[src/rtl/ccd_seq_pkg.sv]
`timescale 1ns/1ps
package ccd_seq_pkg;

  typedef enum logic [1:0] {
    MODE_FULL = 2'd0,
    MODE_HFR  = 2'd1,
    MODE_AF1  = 2'd2,
    MODE_AF2  = 2'd3
  } rd_mode_e;

  typedef struct packed {
    rd_mode_e mode;
    logic     pal;
  } frame_fmt_t;

  function automatic int max2(input int a, input int b);
    return (a > b) ? a : b;
  endfunction

endpackage

[src/rtl/ccd_cfg_latch.sv]
`timescale 1ns/1ps
module ccd_cfg_latch
  import ccd_seq_pkg::*;
#(
  parameter int SHIFT_W = 8
) (
  input  logic               clk,
  input  logic               rst_n,
  input  logic               load,
  input  logic [1:0]         mode_in,
  input  logic               pal_in,
  input  logic [SHIFT_W-1:0] shift_in,
  output frame_fmt_t         fmt_q,
  output logic [SHIFT_W-1:0] shift_q
);

  always_ff @(posedge clk or negedge rst_n) begin
    if (!rst_n) begin
      fmt_q.mode <= MODE_FULL;
      fmt_q.pal  <= 1'b0;
      shift_q    <= '0;
    end else if (load) begin
      fmt_q.mode <= rd_mode_e'(mode_in);
      fmt_q.pal  <= pal_in;
      shift_q    <= shift_in;
    end
  end

endmodule

[src/rtl/ccd_line_len.sv]
`timescale 1ns/1ps
module ccd_line_len
  import ccd_seq_pkg::*;
#(
  parameter int PIX_W           = 12,
  parameter int LINE_W          = 11,
  parameter int LINE_CLKS       = 2288,
  parameter int FR_N_LINES      = 1838,
  parameter int FR_N_SHORT_A    = 919,
  parameter int FR_N_SHORT_B    = 1828,
  parameter int FR_N_SHORT_CLKS = 1716,
  parameter int FR_P_LINES      = 1890,
  parameter int FR_P_SHORT_A    = 944,
  parameter int FR_P_SHORT_CLKS = 1208,
  parameter int HF_N_LINES      = 263,
  parameter int HF_N_LAST       = 1144,
  parameter int HF_P_LINES      = 315,
  parameter int HF_P_LAST       = 1568,
  parameter int A1_N_LINES      = 132,
  parameter int A1_N_LAST       = 572,
  parameter int A1_P_LINES      = 158,
  parameter int A1_P_LAST       = 784,
  parameter int A2_N_LINES      = 66,
  parameter int A2_N_LAST       = 1430,
  parameter int A2_P_LINES      = 79,
  parameter int A2_P_LAST       = 1536
) (
  input  frame_fmt_t        fmt,
  input  logic [LINE_W-1:0] line,
  output logic [LINE_W-1:0] frame_lines,
  output logic [PIX_W-1:0]  line_clks
);

  localparam logic [PIX_W-1:0]  C_NORM  = PIX_W'(LINE_CLKS);
  localparam logic [LINE_W-1:0] N_FR_N  = LINE_W'(FR_N_LINES);
  localparam logic [LINE_W-1:0] S_FR_NA = LINE_W'(FR_N_SHORT_A);
  localparam logic [LINE_W-1:0] S_FR_NB = LINE_W'(FR_N_SHORT_B);
  localparam logic [PIX_W-1:0]  C_FR_N  = PIX_W'(FR_N_SHORT_CLKS);
  localparam logic [LINE_W-1:0] N_FR_P  = LINE_W'(FR_P_LINES);
  localparam logic [LINE_W-1:0] N_FR_P1 = LINE_W'(FR_P_LINES - 1);
  localparam logic [LINE_W-1:0] S_FR_PA = LINE_W'(FR_P_SHORT_A);
  localparam logic [LINE_W-1:0] S_FR_PB = LINE_W'(FR_P_SHORT_A + 1);
  localparam logic [PIX_W-1:0]  C_FR_P  = PIX_W'(FR_P_SHORT_CLKS);
  localparam logic [LINE_W-1:0] N_HF_N  = LINE_W'(HF_N_LINES);
  localparam logic [PIX_W-1:0]  C_HF_N  = PIX_W'(HF_N_LAST);
  localparam logic [LINE_W-1:0] N_HF_P  = LINE_W'(HF_P_LINES);
  localparam logic [PIX_W-1:0]  C_HF_P  = PIX_W'(HF_P_LAST);
  localparam logic [LINE_W-1:0] N_A1_N  = LINE_W'(A1_N_LINES);
  localparam logic [PIX_W-1:0]  C_A1_N  = PIX_W'(A1_N_LAST);
  localparam logic [LINE_W-1:0] N_A1_P  = LINE_W'(A1_P_LINES);
  localparam logic [PIX_W-1:0]  C_A1_P  = PIX_W'(A1_P_LAST);
  localparam logic [LINE_W-1:0] N_A2_N  = LINE_W'(A2_N_LINES);
  localparam logic [PIX_W-1:0]  C_A2_N  = PIX_W'(A2_N_LAST);
  localparam logic [LINE_W-1:0] N_A2_P  = LINE_W'(A2_P_LINES);
  localparam logic [PIX_W-1:0]  C_A2_P  = PIX_W'(A2_P_LAST);

  logic             short_hit;
  logic [PIX_W-1:0] short_clks;

  // Full readout shortens lines inside the frame; all other modes trim only the final line.
  always_comb begin
    frame_lines = N_FR_N;
    short_hit   = 1'b0;
    short_clks  = C_NORM;
    case (fmt.mode)
      MODE_FULL: begin
        if (!fmt.pal) begin
          frame_lines = N_FR_N;
          short_hit   = (line == S_FR_NA) || (line == S_FR_NB);
          short_clks  = C_FR_N;
        end else begin
          frame_lines = N_FR_P;
          short_hit   = (line == S_FR_PA) || (line == S_FR_PB) ||
                        (line == N_FR_P1) || (line == N_FR_P);
          short_clks  = C_FR_P;
        end
      end
      MODE_HFR: begin
        frame_lines = fmt.pal ? N_HF_P : N_HF_N;
        short_clks  = fmt.pal ? C_HF_P : C_HF_N;
        short_hit   = (line == frame_lines);
      end
      MODE_AF1: begin
        frame_lines = fmt.pal ? N_A1_P : N_A1_N;
        short_clks  = fmt.pal ? C_A1_P : C_A1_N;
        short_hit   = (line == frame_lines);
      end
      MODE_AF2: begin
        frame_lines = fmt.pal ? N_A2_P : N_A2_N;
        short_clks  = fmt.pal ? C_A2_P : C_A2_N;
        short_hit   = (line == frame_lines);
      end
      default: ;
    endcase
    line_clks = short_hit ? short_clks : C_NORM;
  end

endmodule

[src/rtl/ccd_raster_cnt.sv]
`timescale 1ns/1ps
module ccd_raster_cnt #(
  parameter int PIX_W  = 12,
  parameter int LINE_W = 11
) (
  input  logic              clk,
  input  logic              rst_n,
  input  logic [PIX_W-1:0]  line_clks,
  input  logic [LINE_W-1:0] frame_lines,
  output logic [PIX_W-1:0]  pix_q,
  output logic [LINE_W-1:0] line_q,
  output logic              frame_end
);

  logic line_end;

  assign line_end  = (pix_q == line_clks);
  assign frame_end = line_end && (line_q == frame_lines);

  always_ff @(posedge clk or negedge rst_n) begin
    if (!rst_n) begin
      pix_q  <= PIX_W'(1);
      line_q <= LINE_W'(1);
    end else if (line_end) begin
      pix_q  <= PIX_W'(1);
      line_q <= frame_end ? LINE_W'(1) : line_q + LINE_W'(1);
    end else begin
      pix_q  <= pix_q + PIX_W'(1);
    end
  end

endmodule

[src/rtl/ccd_af_sched.sv]
`timescale 1ns/1ps
module ccd_af_sched
  import ccd_seq_pkg::*;
#(
  parameter int LINE_W         = 11,
  parameter int SHIFT_W        = 8,
  parameter int ROW_W          = 12,
  parameter int SHIFT_FIRST    = 6,
  parameter int SHIFT_LEN      = 13,
  parameter int A1_SWEEP_LEN   = 7,
  parameter int A2_SWEEP_LEN   = 11,
  parameter int FR_SWEEP_FIRST = 810,
  parameter int FR_SWEEP_LEN   = 27,
  parameter int MAX_ROW        = 258
) (
  input  frame_fmt_t         fmt,
  input  logic [SHIFT_W-1:0] shift,
  input  logic [LINE_W-1:0]  line,
  input  logic [LINE_W-1:0]  frame_lines,
  output logic               fshift_active,
  output logic               sweep_active,
  output logic [ROW_W-1:0]   out_row,
  output logic               row_valid
);

  localparam int SWEEP_BASE = SHIFT_FIRST + SHIFT_LEN;
  localparam logic [LINE_W-1:0] L_SH_FIRST = LINE_W'(SHIFT_FIRST);
  localparam logic [LINE_W-1:0] L_SH_LAST  = LINE_W'(SWEEP_BASE - 1);
  localparam logic [LINE_W-1:0] L_SW_FIRST = LINE_W'(SWEEP_BASE);
  localparam logic [LINE_W-1:0] L_FR_FIRST = LINE_W'(FR_SWEEP_FIRST);
  localparam logic [LINE_W-1:0] L_FR_LAST  = LINE_W'(FR_SWEEP_FIRST + FR_SWEEP_LEN - 1);
  localparam logic [ROW_W-1:0]  R_CEIL     = ROW_W'(MAX_ROW);

  logic [LINE_W-1:0] sw_last  [2];
  logic [LINE_W-1:0] win_open [2];
  logic [LINE_W-1:0] pre_line [2];

  // One window geometry per autofocus variant, differing only in sweep length.
  for (genvar g = 0; g < 2; g++) begin : g_af
    localparam int SW_LEN = (g == 0) ? A1_SWEEP_LEN : A2_SWEEP_LEN;
    assign sw_last[g]  = LINE_W'(SWEEP_BASE + SW_LEN - 1);
    assign win_open[g] = LINE_W'(SWEEP_BASE + SW_LEN);
    assign pre_line[g] = LINE_W'(SWEEP_BASE + SW_LEN - 2);
  end

  logic is_af, sel, in_stream;
  logic [ROW_W-1:0] row_calc;

  assign is_af = (fmt.mode == MODE_AF1) || (fmt.mode == MODE_AF2);
  assign sel   = (fmt.mode == MODE_AF2);

  assign fshift_active = is_af && (line >= L_SH_FIRST) && (line <= L_SH_LAST);

  assign sweep_active = (is_af && (line >= L_SW_FIRST) && (line <= sw_last[sel])) ||
                        ((fmt.mode == MODE_FULL) && (line >= L_FR_FIRST) && (line <= L_FR_LAST));

  // Row shift+1 sits two lines ahead of the window opening; one row per line after that.
  assign in_stream = is_af && (line >= pre_line[sel]);
  assign row_calc  = ROW_W'(shift) + ROW_W'(1) + ROW_W'(line) - ROW_W'(pre_line[sel]);
  assign out_row   = in_stream ? row_calc : '0;

  assign row_valid = is_af && (line >= win_open[sel]) && (line < frame_lines) &&
                     (row_calc <= R_CEIL);

endmodule

[src/rtl/ccd_drive_seq.sv]
`timescale 1ns/1ps
module ccd_drive_seq
  import ccd_seq_pkg::*;
#(
  parameter int LINE_CLKS       = 2288,
  parameter int FR_N_LINES      = 1838,
  parameter int FR_N_SHORT_A    = 919,
  parameter int FR_N_SHORT_B    = 1828,
  parameter int FR_N_SHORT_CLKS = 1716,
  parameter int FR_P_LINES      = 1890,
  parameter int FR_P_SHORT_A    = 944,
  parameter int FR_P_SHORT_CLKS = 1208,
  parameter int HF_N_LINES      = 263,
  parameter int HF_N_LAST       = 1144,
  parameter int HF_P_LINES      = 315,
  parameter int HF_P_LAST       = 1568,
  parameter int A1_N_LINES      = 132,
  parameter int A1_N_LAST       = 572,
  parameter int A1_P_LINES      = 158,
  parameter int A1_P_LAST       = 784,
  parameter int A2_N_LINES      = 66,
  parameter int A2_N_LAST       = 1430,
  parameter int A2_P_LINES      = 79,
  parameter int A2_P_LAST       = 1536,
  parameter int SHIFT_FIRST     = 6,
  parameter int SHIFT_LEN       = 13,
  parameter int A1_SWEEP_LEN    = 7,
  parameter int A2_SWEEP_LEN    = 11,
  parameter int FR_SWEEP_FIRST  = 810,
  parameter int FR_SWEEP_LEN    = 27,
  parameter int MAX_ROW         = 258,
  parameter int SHIFT_W         = 8,
  localparam int MAX_LINES = max2(max2(max2(FR_N_LINES, FR_P_LINES), max2(HF_N_LINES, HF_P_LINES)),
                                  max2(max2(A1_N_LINES, A1_P_LINES), max2(A2_N_LINES, A2_P_LINES))),
  localparam int PIX_W  = $clog2(LINE_CLKS + 1),
  localparam int LINE_W = $clog2(MAX_LINES + 1),
  localparam int ROW_W  = $clog2((1 << SHIFT_W) + MAX_LINES + 4)
) (
  input  logic               clk,
  input  logic               rst_n,
  input  logic [1:0]         mode_sel,
  input  logic               pal_sel,
  input  logic [SHIFT_W-1:0] shift_sel,
  output logic [PIX_W-1:0]   pix_cnt,
  output logic [LINE_W-1:0]  line_cnt,
  output logic               hd,
  output logic               vd,
  output logic [1:0]         mode_active,
  output logic               pal_active,
  output logic [SHIFT_W-1:0] shift_lines,
  output logic               fshift_active,
  output logic               sweep_active,
  output logic [ROW_W-1:0]   out_row,
  output logic               row_valid
);

  frame_fmt_t        fmt_q;
  logic [SHIFT_W-1:0] shift_q;
  logic [LINE_W-1:0] frame_lines;
  logic [PIX_W-1:0]  line_clks;
  logic              frame_end;

  ccd_cfg_latch #(.SHIFT_W(SHIFT_W)) u_cfg (
    .clk      (clk),
    .rst_n    (rst_n),
    .load     (frame_end),
    .mode_in  (mode_sel),
    .pal_in   (pal_sel),
    .shift_in (shift_sel),
    .fmt_q    (fmt_q),
    .shift_q  (shift_q)
  );

  ccd_line_len #(
    .PIX_W(PIX_W), .LINE_W(LINE_W), .LINE_CLKS(LINE_CLKS),
    .FR_N_LINES(FR_N_LINES), .FR_N_SHORT_A(FR_N_SHORT_A), .FR_N_SHORT_B(FR_N_SHORT_B),
    .FR_N_SHORT_CLKS(FR_N_SHORT_CLKS), .FR_P_LINES(FR_P_LINES), .FR_P_SHORT_A(FR_P_SHORT_A),
    .FR_P_SHORT_CLKS(FR_P_SHORT_CLKS), .HF_N_LINES(HF_N_LINES), .HF_N_LAST(HF_N_LAST),
    .HF_P_LINES(HF_P_LINES), .HF_P_LAST(HF_P_LAST), .A1_N_LINES(A1_N_LINES),
    .A1_N_LAST(A1_N_LAST), .A1_P_LINES(A1_P_LINES), .A1_P_LAST(A1_P_LAST),
    .A2_N_LINES(A2_N_LINES), .A2_N_LAST(A2_N_LAST), .A2_P_LINES(A2_P_LINES),
    .A2_P_LAST(A2_P_LAST)
  ) u_len (
    .fmt         (fmt_q),
    .line        (line_cnt),
    .frame_lines (frame_lines),
    .line_clks   (line_clks)
  );

  ccd_raster_cnt #(.PIX_W(PIX_W), .LINE_W(LINE_W)) u_cnt (
    .clk         (clk),
    .rst_n       (rst_n),
    .line_clks   (line_clks),
    .frame_lines (frame_lines),
    .pix_q       (pix_cnt),
    .line_q      (line_cnt),
    .frame_end   (frame_end)
  );

  ccd_af_sched #(
    .LINE_W(LINE_W), .SHIFT_W(SHIFT_W), .ROW_W(ROW_W),
    .SHIFT_FIRST(SHIFT_FIRST), .SHIFT_LEN(SHIFT_LEN),
    .A1_SWEEP_LEN(A1_SWEEP_LEN), .A2_SWEEP_LEN(A2_SWEEP_LEN),
    .FR_SWEEP_FIRST(FR_SWEEP_FIRST), .FR_SWEEP_LEN(FR_SWEEP_LEN),
    .MAX_ROW(MAX_ROW)
  ) u_af (
    .fmt           (fmt_q),
    .shift         (shift_q),
    .line          (line_cnt),
    .frame_lines   (frame_lines),
    .fshift_active (fshift_active),
    .sweep_active  (sweep_active),
    .out_row       (out_row),
    .row_valid     (row_valid)
  );

  assign hd          = (pix_cnt == PIX_W'(1));
  assign vd          = (line_cnt == LINE_W'(1));
  assign mode_active = fmt_q.mode;
  assign pal_active  = fmt_q.pal;
  assign shift_lines = shift_q;

endmodule

[config.mk]
export PLATFORM = sky130hd
export DESIGN_NAME = ccd_drive_seq
export DESIGN_NICKNAME = d
export VERILOG_FILES = /design/src/rtl/ccd_seq_pkg.sv /design/src/rtl/ccd_cfg_latch.sv /design/src/rtl/ccd_line_len.sv /design/src/rtl/ccd_raster_cnt.sv /design/src/rtl/ccd_af_sched.sv /design/src/rtl/ccd_drive_seq.sv
export SDC_FILE = /design/constraint.sdc
export NUM_CORES = 1
export LEC_CHECK = 0
export BUFFER_PORTS_ARGS = -buffer_cell sky130_fd_sc_hd__buf_2
export CORE_MARGIN = 4
export CORE_UTILIZATION = 50
export DETAILED_ROUTE_END_ITERATION = 12
export HOLD_SLACK_MARGIN = 0.06
export PLACE_DENSITY = 0.75
export SYNTH_ARGS = -nofsm -noshare
export SYNTH_HDL_FRONTEND = slang
export SYNTH_SLANG_ARGS = --single-unit
[constraint.sdc]
create_clock -name clk -period 4 [get_ports clk]
set_input_delay 0.8 -clock clk [delete_from_list [all_inputs] [get_ports clk]]
set_output_delay 0.8 -clock clk [all_outputs]
set_load 0.1 [all_outputs]
==> qor.csv, run 1 <==
stage,metric,value,unit
route,Avg WL per Cell,16.7,um
route,DRT Wirelength,10600,um
pwr,maximum VDD drop,174,uV
timing,final critical-path share of the clock period,1.05,
die,Core Region,7250,um^2
clock_network,CTS Hold Buffers Added,0,
global_routing,first-pass GRT wire length,17700,um
die,initial core utilization,0.517,
final_layout,Antenna diodes,0,
timing,Worst-Margin Slew,811,ps
route,Met3 Wirelength,787,um
synth,YS warnings,0,
global_routing,largest net degree at the start of global routing,35,
clock_network,Root Driver,clkbuf_8,
synth,Yosys top cell by area,dfrtp_1,
timing,maximum operating frequency,238,MHz
clock_network,CTS tree,done,
die,Die W,94.6,um
synth,most frequent cells after synthesis,"nor2_1, ha_1, inv_1",
pwr,pwr/cell area,194,nW/um^2
synth,Yosys top cell area share,0.214,
synth,mean area per synthesized cell,8.24,um^2
die,row cnt,31,
clock_network,Skew-Pair Late Insertion Delay,290,ps
final_layout,final design utilization,0.662,
synth,"FFs w/ async S/R, synth",1.00,
final_layout,nets,591,
flow_run,maxcap violations,0,
synth,"count leader, synth",nor2_1,
synth,number of synthesized register bits,34,
die,IO Pins,64,
placement,Post-DP HPWL,7990,um
die,die area,8950,um^2
synth,Synth Net Count,509,
route,max layer used,met4,
route,drt first pass iters,5,
placement,GP Congestion,0.949,
timing,Worst Clk Skew,7.42,ps
route,via/cell ratio,5.87,
critical_path,crit path DAT,3400,ps
clock_network,"Reg clk slew, reported paths",80,ps
global_routing,vias in the first global route,3590,
placement,DP Cell Count,618,
synth,Yosys cell types,72,
timing,Slew headroom,0.459,
outcome,outcome,"finished, violations left",
synth,Synth Cell Area,3750,um^2
route,M1 WL,4580,um
route,DRC,0,
timing,RSZ-0062 raised after global routing,true,
clock_network,H-tree depth,2,
timing,final setup violation count,4,
timing,sum of negative setup slack,-670,ps
final_layout,Layout Area Growth over Synthesis,28.0,%
timing,Max Slew Vio Count,0,
critical_path,Worst Path Required,3200,ps
final_layout,Layout Cells excl Fill,637,
critical_path,Setup CP Type,reg2out,
final_layout,fill count,625,
outcome,failing checks,setup timing,
synth,register area share after synthesis,0.228,
route,via count,3742,
critical_path,CP Launch Type,register,
clock_network,Max Buffers Root-to-Sink,2,
timing,min Tclk post-route,4200,ps
synth,"top cells by area, synth","dfrtp_1, ha_1, xnor2_1",
critical_path,Worst Path Max Fanout,5,
route,routed length on met2,4970,um
pwr,Tot Pwr,0.931,mW
pwr,Leak,2.29,nW
global_routing,initial antenna violation count,0,
critical_path,Critical Path Sink Type,output port,
die,Die Span Y,94.6,um
clock_network,Sink Count,34,
worst_hold_path,Min-Delay Path Class,reg2reg,
placement,IO buf count,63,
timing,Final Hold Viols,0,
synth,"EDFF count, synth",0,
global_routing,Total Routing Usage GR,0.249,
synth,Syn Inst Count,455,
final_layout,layout cell share with drive strength beyond 1,0.361,
global_routing,remaining global-route overflow,0,
clock_network,TritonCTS Buffers,5,
timing,slack of the critical path,-200,ps
synth,"Primary FF master, synth",dfrtp_1,
route,number of nets with antenna violations after routing,0,
route,Iter 0 DRT Violations,344,
-- final cells by class --
cell class,instances,area [um^2],share of cell area
multi-input cells,355,2850,0.594
clock buffers,6,72.6,0.0151
well taps,99,124,0.0258
repair buffers,97,684,0.143
inverters,44,166,0.0347
flip-flops and latches,34,887,0.185
clock inverters,2,15.0,0.00313
-- cell usage in the layout, fill, tap and decap left out, types with 11 or more instances in the layout --
master and instances:
buf_2 54, inv_1 37, ha_1 36, buf_4 34
nor2_1 33, nand2_1 27, nand3_1 18, dfrtp_1 17
o21ai_0 16, xnor2_1 16, a21oi_1 12, a31oi_1 11
-- logic make-up (layout without fill, tap and decap cells) --
family          count (synthesis)  after routing  synth area share
simple gates                  167            167             0.235
flops                          34             34             0.228
fa+ha+maj                      41             41             0.139
xor+xnor                       31             31            0.0724
compound gates                101            101             0.195
mux                            15             15            0.0551
buf+inv                        66            149            0.0764
-- path summary, 6_finish.rpt --
kind	startpoint	slack, ps	cells after the start	endpoint
max reg2reg	u_cfg.fmt_q[0]	460	9	u_cfg.fmt_q[0]
max in group asynchronous	rst_n	2800	1	u_cfg.fmt_q[1]
max	u_cfg.shift_q[0]	-200	16	out_row[11]
min reg2reg	u_cnt.pix_q[0]	510	1	u_cnt.pix_q[0]
min in group asynchronous	rst_n	590	1	u_cnt.line_q[9]
min	u_cnt.pix_q[0]	510	1	u_cnt.pix_q[0]
-- sequential cells by signal (all words and copies together), names as in the netlist --
register	count
u_cnt.line_q	11
u_cfg.fmt_q	3
u_cfg.shift_q	8
u_cnt.pix_q	12
-- power by group --
group          internal [mW]  total (mW)  leakage (nW)  switching (mW)
logic                  0.132       0.305          1.84           0.173
clock network          0.123       0.265        0.0374           0.142
registers              0.351       0.361         0.413          0.0102
total                  0.606       0.931          2.29           0.325
-- through the flow --
| stage | area (um^2) | hold slack, ps | setup slack, ps |
|---|---|---|---|
| floorplan | 3930 | 504 | -244 |
| global placement | 4510 | 492 | 44.7 |
| detailed placement | 4510 | 495 | -23.4 |
| CTS | 4690 | 513 | -266 |
| global route | 4800 | 536 | -389 |
| finish | 4800 | 510 | -200 |
-- what timing repair did --
action / 4_1_cts / 5_1_grt
pin swaps: 18 / 12
buffers inserted: 7 / 4
hold endpoints to repair: 0 / 0
endpoints found under the setup margin: 4 / 19
resized for setup: 6 / 16
-- critical path: stages (launching register included) --
cell and delay, ps:
dfrtp_4 500, ha_4 180, nand3_1 130, nor2_2 60, xnor2_1 180, ha_1 260, inv_1 90, ha_4 230
and3_1 140, a211o_1 310, a21o_1 170, a21oi_2 170, o21ai_2 90, xnor2_2 150, buf_4 140, nor2_4 120
buf_12 180
-- per-layer routing --
| layer | vias up | GRT usage |
|---|---|---|
| met5 | - | 0 |
| met4 | 0 | 0.103 |
| met3 | 29 | 0.0422 |
| met2 | 166 | 0.393 |
| met1 | 1759 | 0.335 |
| li1 | 1788 | - |
(Power assumes the default switching activity.)
==> inputs of run 2 (changes only) <==
--- a/config.mk
+++ b/config.mk
@@ -6,7 +6,6 @@
 export NUM_CORES = 1
 export LEC_CHECK = 0
 export BUFFER_PORTS_ARGS = -buffer_cell sky130_fd_sc_hd__buf_2
-export CORE_MARGIN = 4
 export CORE_UTILIZATION = 50
 export DETAILED_ROUTE_END_ITERATION = 12
 export HOLD_SLACK_MARGIN = 0.06
==> qor.csv, run 2 (synthesis results as in run 1) <==
stage,metric,value,unit
outcome,outcome,"finished, violations left",
outcome,failing checks,setup timing,
timing,RSZ-0062 raised after global routing,true,
critical_path,Critical Path Sink Type,output port,
route,via/cell ratio,5.85,
pwr,part of the power in registers,0.385,
worst_hold_path,min-delay src,u_cnt.pix_q[0],
clock_network,Max Buffers Root-to-Sink,2,
flow_run,maxcap violations,0,
final_layout,Largest register FFs,12,
critical_path,Worst R2R Path Depth,12,
final_layout,"Design Area, Final",4780,um^2
placement,DP Cell Count,618,
placement,IO buf count,63,
critical_path,Worst Path Max Fanout,3,
final_layout,multi-input logic area,2840,um^2
final_layout,Layout Area Growth over Synthesis,27.5,%
timing,Final Hold Viols,0,
final_layout,most frequent cells in the layout,"buf_2, inv_1, ha_1, nor2_1, buf_4",
timing,Slew headroom,0.467,
die,initial core utilization,0.517,
die,die area,7850,um^2
clock_network,Sink Count,34,
timing,Worst-Margin Slew,799,ps
pwr,pwr/cell area,197,nW/um^2
pwr,Leak,2.28,nW
pwr,clock share of power,0.302,
clock_network,Root Driver,clkbuf_8,
die,Die W,88.6,um
clock_network,CTS Hold Buffers Added,0,
pwr,Gate power share,0.313,
timing,sum of negative setup slack,-848,ps
timing,Worst Clk Skew,6.82,ps
clock_network,"Reg clk slew, reported paths",80,ps
global_routing,Total Routing Usage GR,0.279,
final_layout,Antenna diodes,0,
die,Die Span Y,88.6,um
worst_hold_path,Worst Hold Depth,1,
critical_path,crit path DAT,3480,ps
clock_network,Skew-Pair Late Insertion Delay,290,ps
global_routing,first-pass GRT wire length,16900,um
route,drt first pass iters,4,
pwr,P_int,0.617,mW
timing,Max Slew Vio Count,0,
worst_hold_path,WHS Endpoint,u_cnt.pix_q[0],
timing,maximum operating frequency,234,MHz
global_routing,largest net degree at the start of global routing,35,
critical_path,FF-to-FF setup slack,370,ps
die,IO Pins,64,
timing,min Tclk post-route,4280,ps
route,Iter 0 DRT Violations,316,
pwr,Switch Pwr,0.323,mW
placement,Post-DP HPWL,7740,um
route,DRC,0,
route,DRT Wirelength,10500,um
final_layout,Layout Cells excl Fill,635,
pwr,maximum VDD drop,245,uV
placement,dpl cell area,4510,um^2
die,row cnt,31,
critical_path,Worst Path Required,3200,ps
global_routing,remaining global-route overflow,0,
clock_network,CTS tree,done,
critical_path,RR Startpoint,u_cfg.fmt_q[1],
route,number of nets with antenna violations after routing,0,
clock_network,H-tree depth,2,
global_routing,vias in the first global route,3406,
final_layout,Top Registers,"u_cnt.pix_q x12, u_cnt.line_q x11, u_cfg.shift_q x8",
clock_network,TritonCTS Buffers,5,
critical_path,RR Endpoint,u_cfg.shift_q[1],
timing,slack of the critical path,-275,ps
placement,GP Congestion,0.916,
timing,final critical-path share of the clock period,1.07,
final_layout,nets,589,
route,Avg WL per Cell,16.5,um
final_layout,fill count,610,
worst_hold_path,Min-Delay Path Class,reg2reg,
die,Core Region,7250,um^2
critical_path,CP Launch Type,register,
final_layout,layout cell share with drive strength beyond 1,0.364,
timing,final setup violation count,4,
global_routing,initial antenna violation count,0,
critical_path,Setup CP Type,reg2out,
final_layout,Largest Register,u_cnt.pix_q,
final_layout,register area,887,um^2
pwr,sw frac,0.344,
final_layout,"most common cell after layout, fill and taps aside",buf_2,
route,via count,3712,
==> run 2: cell types whose count changed in the layout (fill, tap and decap cells not counted), sizes merged <==
cell,before,now
buf,96,95
clkbuf,7,6
clkinvlp,2,1
inv,43,44
==> run 2: critical path, stage by stage, from the launching register on <==
cell and delay, ps:
dfrtp_4 500, ha_4 180, xnor2_2 130, fa_1 490, inv_2 50, ha_4 250, a21oi_4 150, o21ai_2 80
a211o_1 290, a21o_1 200, a21oi_2 150, o21ai_1 100, xnor2_1 200, and4_4 260, buf_12 170
==> run 2: power by group through the flow <==
| stage | clock [mW] | combinational (mW) | sequential, mW |
|---|---|---|---|
| floorplan | 0 | 0.144 | 0.407 |
| global placement | 0 | 0.244 | 0.367 |
| detailed placement | 0 | 0.252 | 0.368 |
| CTS | 0.286 | 0.279 | 0.361 |
| global route | 0.300 | 0.320 | 0.363 |
| finish | 0.284 | 0.294 | 0.362 |
==> run 2: area by class of cell <==
type,count,share of cell area
clock inverters,2,0.00340
inverters,44,0.0348
repair buffers,95,0.138
clock buffers,6,0.0173
well taps,99,0.0259
flip-flops and latches,34,0.186
multi-input cells,355,0.595
==> run 2: routing by layer <==
metal,part of all wire,global-route usage,up-vias
met5,0,0,-
met4,0.018,0.0821,0
met3,0.063,0.0494,18
met2,0.47,0.446,150
met1,0.45,0.385,1763
li1,-,-,1781
==> run 2: stage by stage <==
stage | hold slack, ps | setup WS, ps | total power [mW] | utilization
final | 513 | -275 | 0.940 | 0.659
after global routing | 523 | -422 | 0.983 | 0.659
after CTS | 508 | -267 | 0.925 | 0.648
after detailed placement | 490 | -53.2 | 0.620 | 0.622
after global placement | 489 | 44.6 | 0.612 | 0.622
after floorplan | 504 | -244 | 0.551 | -
==> run 2: timing repair <==
| item | CTS | global route |
|---|---|---|
| endpoints found under the setup margin | 5 | 19 |
| gates resized for setup | 6 | 14 |
| buffers inserted | 8 | 1 |
| gates cloned | 0 | 0 |
| pin swaps | 16 | 12 |
==> run 2: worst max-delay path by stage <==
stage | start | to | cells past startpoint
floorplan | u_cfg.fmt_q[1] | row_valid | 13
global placement | u_cfg.shift_q[1] | row_valid | 14
detailed placement | u_cfg.shift_q[1] | row_valid | 14
CTS | u_cfg.shift_q[0] | row_valid | 14
global route | u_cfg.shift_q[0] | row_valid | 14
finish | u_cfg.shift_q[0] | row_valid | 14
==> inputs of run 3 (changes only) <==
--- a/config.mk
+++ b/config.mk
@@ -8,6 +8,7 @@
 export BUFFER_PORTS_ARGS = -buffer_cell sky130_fd_sc_hd__buf_2
 export CORE_UTILIZATION = 50
 export DETAILED_ROUTE_END_ITERATION = 12
+export GPL_TIMING_DRIVEN = 0
 export HOLD_SLACK_MARGIN = 0.06
 export PLACE_DENSITY = 0.75
 export SYNTH_ARGS = -nofsm -noshare
==> qor.csv, run 3 (synthesis results as in run 1) <==
stage,metric,value,unit
final_layout,"most common cell after layout, fill and taps aside",buf_2,
route,Avg WL per Cell,17.6,um
route,Iter 0 DRT Violations,358,
worst_hold_path,Worst Hold Depth,1,
route,DRC,0,
critical_path,crit path launch,u_cfg.shift_q[0],
global_routing,Total Routing Usage GR,0.297,
route,drt first pass iters,5,
die,Die Span Y,88.6,um
placement,Post-DP HPWL,8130,um
placement,GP Congestion,0.895,
die,row cnt,31,
clock_network,Max Buffers Root-to-Sink,2,
critical_path,Crit path max-delay family,adder cells,
clock_network,Sink Count,34,
pwr,sw frac,0.313,
critical_path,Worst Path Max Fanout,4,
placement,IO buf count,63,
critical_path,Setup CP Type,reg2out,
timing,Final Hold Viols,0,
placement,DP Cell Count,617,
pwr,Leak,2.31,nW
final_layout,Top Registers,"u_cnt.pix_q x12, u_cnt.line_q x11, u_cfg.shift_q x8",
placement,dpl ws,-404,ps
die,Core Region,7250,um^2
die,initial core utilization,0.517,
global_routing,largest net degree at the start of global routing,35,
timing,Worst-Margin Slew,818,ps
route,via/cell ratio,6.01,
clock_network,"Reg clk slew, reported paths",80,ps
timing,min Tclk post-route,4370,ps
final_layout,Largest register FFs,12,
critical_path,Worst Path Buf+Inv,2,
outcome,outcome,"finished, violations left",
critical_path,"slowest stage delay, CP",530,ps
critical_path,Worst R2R Path Depth,13,
clock_network,CTS Hold Buffers Added,0,
final_layout,Largest Register,u_cnt.pix_q,
timing,RSZ-0062 raised after global routing,true,
critical_path,RR Endpoint,u_cfg.shift_q[3],
pwr,maximum VDD drop,188,uV
global_routing,vias in the first global route,3559,
route,via count,3837,
timing,Max Slew Vio Count,0,
timing,final critical-path share of the clock period,1.09,
outcome,failing checks,setup timing,
critical_path,crit path DAT,3570,ps
clock_network,CTS tree,done,
final_layout,layout cell share with drive strength beyond 1,0.356,
route,number of nets with antenna violations after routing,0,
critical_path,RR Startpoint,u_cnt.line_q[1],
pwr,Gate power share,0.286,
worst_hold_path,Min-Delay Path Class,reg2reg,
global_routing,remaining global-route overflow,0,
global_routing,first-pass GRT wire length,17700,um
die,die area,7850,um^2
timing,Worst Clk Skew,8.38,ps
route,DRT Wirelength,11200,um
pwr,pwr/cell area,218,nW/um^2
pwr,clock share of power,0.372,
critical_path,Crit-path slowest cell,fa_1,
final_layout,nets,592,
critical_path,Critical Path Sink Type,output port,
final_layout,Layout Cells excl Fill,638,
pwr,P_int,0.724,mW
clock_network,H-tree depth,2,
pwr,Tot Pwr,1.06,mW
global_routing,initial antenna violation count,0,
clock_network,Root Driver,clkbuf_8,
die,Die W,88.6,um
worst_hold_path,WHS Endpoint,u_cnt.pix_q[0],
final_layout,most frequent cells in the layout,"buf_2, inv_1, ha_1, nor2_1, nand2_1",
pwr,part of the power in registers,0.342,
pwr,Switch Pwr,0.331,mW
timing,final setup violation count,5,
flow_run,maxcap violations,0,
clock_network,Skew-Pair Late Insertion Delay,290,ps
clock_network,TritonCTS Buffers,5,
final_layout,Antenna diodes,0,
final_layout,Layout Area Growth over Synthesis,29.1,%
timing,Slew headroom,0.455,
critical_path,Worst Path Required,3200,ps
critical_path,CP Cell Sequence,ha_4 -> xnor2_2 -> fa_1 -> inv_2 -> ha_4 -> nor2b_4 -> o21ai_2 -> a21oi_2 -> o21ai_2 -> nand2b_1 -> xnor2_2 -> a41oi_2 -> nor2_1 -> and4_4 -> buf_12,
critical_path,CP Launch Type,register,
critical_path,FF-to-FF setup slack,400,ps
timing,maximum operating frequency,229,MHz
die,IO Pins,64,
timing,slack of the critical path,-367,ps
worst_hold_path,min-delay src,u_cnt.pix_q[0],
==> run 3: cell types whose count changed in the layout (fill, tap and decap cells not counted), sizes merged <==
cell      change
clkbuf       +11
buf           -9
bufinv        +2
clkinv        +1
clkinvlp      -1
inv           -1
==> run 3: worst max path at each step <==
| stage | slack, ps | cells past startpoint | end |
|---|---|---|---|
| floorplan | -240 | 13 | row_valid |
| global placement | -380 | 14 | row_valid |
| detailed placement | -400 | 14 | row_valid |
| CTS | -330 | 15 | row_valid |
| global route | -480 | 15 | row_valid |
| finish | -370 | 15 | row_valid |
==> run 3: metrics by stage <==
| stage | hold slack (ps) | util | TNS, ps | area (um^2) |
|---|---|---|---|---|
| 2_1_floorplan | 504 | - | -504 | 3930 |
| 4_1_cts | 506 | 0.652 | -1040 | 4730 |
| 6_report | 511 | 0.668 | -1270 | 4840 |
| 3_3_place_gp | 485 | 0.602 | -558 | 4360 |
| 5_1_grt | 520 | 0.668 | -1880 | 4840 |
| 3_5_place_dp | 487 | 0.602 | -635 | 4360 |
==> run 3: layer usage <==
metal,share of wire,track usage,wire length (um),vias up
li1,-,-,-,1784
met1,0.44,0.389,4900,1864
met2,0.49,0.510,5470,160
met3,0.052,0.0401,588,29
met4,0.024,0.0880,275,0
met5,0,0,0,-
==> run 3: final cells by class <==
cell class | instances | area, um^2
Multi-Input combinational cell | 355 | 2890
Clock inverter | 3 | 68.8
Sequential cell | 34 | 887
Buffer | 21 | 123
Inverter | 44 | 166
Clock buffer | 5 | 68.8
Tap cell | 99 | 124
Fill cell | 648 | 2410
Timing Repair Buffer | 77 | 519
==> run 3: power groups by stage <==
stage                     clock, mW  combinational [mW]  sequential (mW)
after floorplan                   0               0.144            0.407
final                         0.392               0.302            0.361
after global routing          0.410               0.325            0.362
after CTS                     0.396               0.274            0.360
after detailed placement          0               0.237            0.366
after global placement            0               0.233            0.366
==> run 3: worst reg2reg max path, cell delays in order, from the launching register on <==
cell,delay (ps)
dfrtp_2,460
clkbuf_2,200
inv_1,240
ha_1,240
o211ai_1,100
or4_1,500
o41ai_1,150
nand2_2,190
and4_1,250
o32ai_2,440
a21oi_2,110
nand3_2,110
buf_6,180
mux2_4,310
==> run 3: repair_timing <==
item	in CTS	in global routing
gates resized for setup	31	24
hold endpoints to repair	0	0
endpoints found under the setup margin	12	12
pin swaps	15	10
buffers inserted	12	3
